===== src/rtl/i2cbb_pkg.sv =====
package i2cbb_pkg;
    localparam int LINE_CNT = 2;
    localparam int SDA_BIT  = 1;
    localparam int SCL_BIT  = 0;

    typedef logic [LINE_CNT-1:0] line_vec_t;

    typedef struct packed {
        line_vec_t rel;
    } line_state_t;
endpackage


===== src/rtl/i2cbb_sync.sv =====
module i2cbb_sync #(
    parameter int W      = 2,
    parameter int STAGES = 2
) (
    input  logic         clk,
    input  logic         rst_n,
    input  logic [W-1:0] din,
    output logic [W-1:0] dout
);
    logic [W-1:0] stg_d [STAGES];
    logic [W-1:0] stg_q [STAGES];

    always_comb begin
        stg_d[0] = din;
        for (int i = 1; i < STAGES; i++) begin
            stg_d[i] = stg_q[i-1];
        end
    end

    always_ff @(posedge clk or negedge rst_n) begin
        if (!rst_n) begin
            for (int i = 0; i < STAGES; i++) begin
                stg_q[i] <= '0;
            end
        end else begin
            for (int i = 0; i < STAGES; i++) begin
                stg_q[i] <= stg_d[i];
            end
        end
    end

    assign dout = stg_q[STAGES-1];
endmodule


===== src/rtl/i2cbb_decode.sv =====
module i2cbb_decode
    import i2cbb_pkg::*;
#(
    parameter int ADDR_W  = 12,
    parameter int SET_OFS = 0,
    parameter int CLR_OFS = 4
) (
    input  logic              psel,
    input  logic              penable,
    input  logic              pwrite,
    input  logic [ADDR_W-1:0] paddr,
    input  line_vec_t         wbits,
    output line_vec_t         set_mask,
    output line_vec_t         clr_mask,
    output logic              rd_lvl
);
    localparam logic [ADDR_W-1:0] SET_A = ADDR_W'(SET_OFS);
    localparam logic [ADDR_W-1:0] CLR_A = ADDR_W'(CLR_OFS);

    logic wr_acc;

    always_comb begin
        wr_acc   = psel && penable && pwrite;
        set_mask = (wr_acc && paddr == SET_A) ? wbits : '0;
        clr_mask = (wr_acc && paddr == CLR_A) ? wbits : '0;
        rd_lvl   = psel && !pwrite && paddr == SET_A;
    end
endmodule


===== src/rtl/i2cbb_lines.sv =====
module i2cbb_lines
    import i2cbb_pkg::*;
(
    input  logic      clk,
    input  logic      rst_n,
    input  line_vec_t set_mask,
    input  line_vec_t clr_mask,
    output line_vec_t rel
);
    line_state_t st_d, st_q;

    always_comb begin
        st_d     = st_q;
        st_d.rel = (st_q.rel | set_mask) & ~clr_mask;
    end

    always_ff @(posedge clk or negedge rst_n) begin
        if (!rst_n) begin
            st_q <= '0;
        end else begin
            st_q <= st_d;
        end
    end

    assign rel = st_q.rel;
endmodule


===== src/rtl/i2c_bitbang_port.sv =====
module i2c_bitbang_port
    import i2cbb_pkg::*;
#(
    parameter int ADDR_W      = 12,
    parameter int DATA_W      = 32,
    parameter int SYNC_STAGES = 2
) (
    input  logic              pclk,
    input  logic              presetn,
    input  logic              psel,
    input  logic              penable,
    input  logic              pwrite,
    input  logic [ADDR_W-1:0] paddr,
    input  logic [DATA_W-1:0] pwdata,
    output logic [DATA_W-1:0] prdata,
    output logic              pready,
    input  logic              sda_i,
    output logic              sda_o,
    output logic              sda_oe,
    input  logic              scl_i,
    output logic              scl_o,
    output logic              scl_oe
);
    localparam int PAD_W = DATA_W - LINE_CNT;

    line_vec_t pins_raw, pins_sync, set_mask, clr_mask, rel, oe;
    logic      rd_lvl;
    logic      unused_wdata_hi;

    assign unused_wdata_hi = ^pwdata[DATA_W-1:LINE_CNT];

    always_comb begin
        pins_raw          = '0;
        pins_raw[SDA_BIT] = sda_i;
        pins_raw[SCL_BIT] = scl_i;
    end

    i2cbb_sync #(.W(LINE_CNT), .STAGES(SYNC_STAGES)) u_sync (
        .clk   (pclk),
        .rst_n (presetn),
        .din   (pins_raw),
        .dout  (pins_sync)
    );

    i2cbb_decode #(.ADDR_W(ADDR_W)) u_dec (
        .psel     (psel),
        .penable  (penable),
        .pwrite   (pwrite),
        .paddr    (paddr),
        .wbits    (pwdata[LINE_CNT-1:0]),
        .set_mask (set_mask),
        .clr_mask (clr_mask),
        .rd_lvl   (rd_lvl)
    );

    i2cbb_lines u_lines (
        .clk      (pclk),
        .rst_n    (presetn),
        .set_mask (set_mask),
        .clr_mask (clr_mask),
        .rel      (rel)
    );

    for (genvar g = 0; g < LINE_CNT; g++) begin : g_oe
        assign oe[g] = ~rel[g];
    end

    assign sda_oe = oe[SDA_BIT];
    assign scl_oe = oe[SCL_BIT];
    assign sda_o  = 1'b0;
    assign scl_o  = 1'b0;
    assign pready = 1'b1;
    assign prdata = rd_lvl ? {{PAD_W{1'b0}}, pins_sync} : '0;
endmodule


===== config.mk =====
export PLATFORM = sky130hd
export DESIGN_NAME = i2c_bitbang_port
export DESIGN_NICKNAME = d
export VERILOG_FILES = /design/src/rtl/i2cbb_pkg.sv /design/src/rtl/i2cbb_sync.sv /design/src/rtl/i2cbb_decode.sv /design/src/rtl/i2cbb_lines.sv /design/src/rtl/i2c_bitbang_port.sv
export SDC_FILE = /design/constraint.sdc
export NUM_CORES = 1
export LEC_CHECK = 0
export ABC_CLOCK_PERIOD_IN_PS = 800
export BUFFER_PORTS_ARGS = -buffer_cell sky130_fd_sc_hd__buf_2
export CAP_MARGIN = 20
export CORE_AREA = 2 2 50 52
export CTS_CLUSTER_SIZE = 10
export DETAILED_ROUTE_END_ITERATION = 8
export DIE_AREA = 0 0 52 54
export PLACE_DENSITY = 0.73
export SYNTH_ARGS = -nofsm -noshare
export SYNTH_HDL_FRONTEND = slang
export SYNTH_SLANG_ARGS = --single-unit

===== constraint.sdc =====
create_clock -name pclk -period 0.8 [get_ports pclk]
set_input_delay 0.12 -clock pclk [delete_from_list [all_inputs] [get_ports pclk]]
set_output_delay 0.12 -clock pclk [all_outputs]
set_load 0.02 [all_outputs]

==> flow_summary.rst <==
.. list-table::
   :header-rows: 1

   * - Metric
     - Value
   * - Result of the run
     - finished, violations left
   * - Failing checks
     - negative setup slack
   * - TritonCTS buffer count
     - 3
   * - Post-Route Hold Slack
     - ~120 ps
   * - Delay contributed by the slowest stage of the critical path
     - 290 ps
   * - Start-to-end type of the worst setup path
     - in2out
   * - Max Root-Sink Buffers
     - 2
   * - Arrival time of the worst setup path
     - between 900 and 1000 ps
   * - Seq/Total Area, Yosys
     - 0.280
   * - Ratio of cells with drive above 1 in the final layout
     - 0.416
   * - Cells taking the most area after synthesis
     - buf_4 46%, dfrtp_1 28%, nor4b_4 4.4%
   * - Floorplan core area
     - roughly 2300 sq um
   * - RSZ-0062 raised after global routing
     - true
   * - Total setup violations reported at the end of the flow
     - 4
   * - Global-route usage over all layers
     - 0.0815
   * - Required time of the worst setup path
     - 680 ps
   * - Fraction of post-synthesis cell area in the top cell type by area
     - 0.462
   * - Share of the clock period used by the worst path after layout
     - 1.36
   * - Cell with the most instances on the worst path
     - buf_6
   * - Wire length of the first global-routing pass
     - between 1500 and 2000 um
   * - Post-synthesis share of cell area spent on full adders, half adders and majority gates
     - 0
   * - Highest-delay cell along the critical path
     - nor4b_4
   * - Syn-to-layout area delta
     - 29.1%
   * - Leakage power total
     - 0.384 nW
   * - Fillcell total
     - 250
   * - Clk Tree Root Cell
     - clkbuf_4
   * - Vertical die dimension
     - 54 um
   * - Total length of routed wires
     - 1140 um
   * - Clock transition time at the flip-flop clock pins of the worst setup and hold paths
     - 50 ps
   * - Combinational family with the most area after synthesis
     - buffers and inverters
   * - Number of library cell types mapped by synthesis
     - 12
   * - Total half-perimeter wirelength after legalization and detailed placement
     - between 800 and 900 um
   * - Number of vias after detailed routing
     - just over 400
   * - Number of clock sinks seen by CTS
     - 6
   * - CP cell instances
     - buf_6 -> nor4b_4 -> nand4_1 -> nor2_2 -> buf_6
   * - Mux cell area share after synthesis
     - 0.0373
   * - Violation count after the first detailed-routing iteration
     - 2
   * - Post-synthesis share of cell area spent on xor and xnor gates
     - 0
   * - Tmin final
     - 1090 ps
   * - Netlist area before placement
     - roughly 540 sq um
   * - Post-route worst setup slack
     - -287 ps
   * - Skew-Pair Late Insertion Delay
     - around 250 ps
   * - Clock Skew
     - roughly 7.0 ps
   * - Total overflow reported by the global router
     - 0
   * - Power per Cell Area
     - about 1200 nW/um^2
   * - First-pass detailed-route iteration total
     - 2
   * - Yosys Warn Count
     - 0
   * - Number of synthesized register bits
     - 6
   * - Starting Density
     - 0.231
   * - Area fraction in compound gates after synthesis
     - 0
   * - Synthesized-area fraction occupied by and/or/nand/nor cells
     - 0.179
   * - Final Max Tran Viols
     - 0
   * - Post-CTS setup buffers
     - 0
   * - Post-layout net count
     - around 140
   * - Instance count of the mapped netlist
     - just under 60
   * - Post-route ant nets
     - 0
   * - Antenna violations before repair
     - 0
   * - Final core utilization
     - 0.299
   * - IR drop worst, VDD
     - 1200 uV
   * - H-tree levels
     - 1
   * - Weighted congestion at the end of routability-driven global placement
     - around 0.67
   * - Syn Area/Cell
     - around 9 sq um
   * - # rows
     - 18
   * - I/O pin total
     - just under 90
   * - Dominant cell type by area after synthesis
     - buf_4
   * - Maximum fanout encountered on the critical timing path
     - 2
   * - Critical Path End Type
     - primary output
   * - Final-report hold violation count
     - 0
   * - Vias per inst
     - between 3 and 4
   * - Maximum number of pins on one net before global-route repair
     - 7
   * - Port Buffers
     - 24
   * - Via count of the first global-routing pass
     - ~330
   * - Diode insertion count for antenna repair
     - 0
   * - Fmax
     - around 0.9 GHz
   * - Number of max-capacitance violations reported
     - 0
   * - Horizontal die dimension
     - between 50 and 60 um
   * - Routed wire length per instance
     - 9.61 um
   * - Hold Path Class
     - in2reg
   * - Category of the worst setup path launch point
     - primary input
   * - Residual DRC count
     - 0
   * - CTS tree
     - built
   * - Overall die area
     - around 2800 sq um
-- layout make-up --
cell class | instances | area [sq um] | area share
well taps | 30 | 37.5 | 0.0542
repair buffers | 29 | 203 | 0.292
multi-input cells | 47 | 265 | 0.383
flip-flops and latches | 6 | 150 | 0.217
clock buffers | 3 | 22.5 | 0.0325
inverters | 4 | 15.0 | 0.0217
-- registers in the layout, summed over array words and instances, names as in the netlist --
name and count:
u_sync.dout 2, u_sync.stg_d 2, u_lines.rel 2
-- per-stage QoR --
step                setup TNS, ps  instance area (sq um)  setup slack, ps  power [mW]  instances
CTS                          -832                    673             -308       0.862        119
global route                 -958                    693             -328       0.928        119
floorplan                    -244                    658             -122       0.597         90
detailed placement          -1150                    583             -326       0.546        113
global placement             -945                    583             -267       0.544        113
finish                       -779                    693             -287       0.864        119
-- cell families after synthesis --
family / Yosys count
flops: 6
other cells: 2
buf+inv: 37
mux: 2
simple gates: 12
-- worst max-delay path: cells and delay by family --
kind          cells  cell delay, ps
buf+inv           2             230
simple gates      3             610
-- power by group --
part	switching (mW)	leakage, nW	internal (mW)
logic	0.186	0.306	0.0686
registers	0.00289	0.0641	0.315
clock network	0.121	0.0138	0.170
-- repair_timing --
item                                   CTS  global route
pin swaps                                3             2
resized for setup                       13             3
endpoints found under the hold margin    8             0
hold buffers                             3             0
setup endpoints to repair                4             4
-- cells in the mapped netlist (all sizes together) --
library cell / instances
and4bb: 1
nor2: 2
conb: 2
nand4: 3
nor3: 2
mux2i: 2
dfrtp: 6
nor4: 1
nor4b: 3
inv: 4
buf: 33
-- path summary, 6_finish.rpt --
kind / start / end / slack (ps) / cells after the start
max in group asynchronous: presetn / u_sync.dout[0] / 420 / 2
worst max register to register: u_lines.rel[0] / u_lines.rel[0] / 170 / 2
min in group asynchronous: presetn / u_sync.dout[1] / 240 / 2
worst max-delay path: paddr[0] / prdata[0] / -290 / 5
worst min-delay path: paddr[2] / u_lines.rel[1] / 120 / 2
worst min register to register: u_sync.stg_d[1] / u_sync.dout[1] / 340 / 0
-- layer usage --
layer,vias up,GRT usage,routed length (um)
met5,-,0,0
met4,0,0.0658,32
met3,2,0.0250,152
met2,44,0.116,483
met1,177,0.101,476
li1,185,-,-
-- cell usage in the layout, fill, tap and decap left out --
cell / Yosys / routed
conb_1: 2 / 33
buf_2: 0 / 18
buf_6: 0 / 6
dfrtp_1: 6 / 6
nand4_1: 3 / 3
clkbuf_4: 0 / 3
dlygate4sd3_1: 0 / 3
inv_2: 0 / 2
nor4b_1: 2 / 2
mux2i_1: 2 / 2
inv_1: 4 / 2
nor2_2: 0 / 2
buf_4: 33 / 2
nor4b_4: 1 / 1
and4bb_2: 1 / 1
nor3_2: 0 / 1
nor3_1: 2 / 1
nor4_4: 0 / 1
No activity file was read; power rests on OpenSTA's default activity.
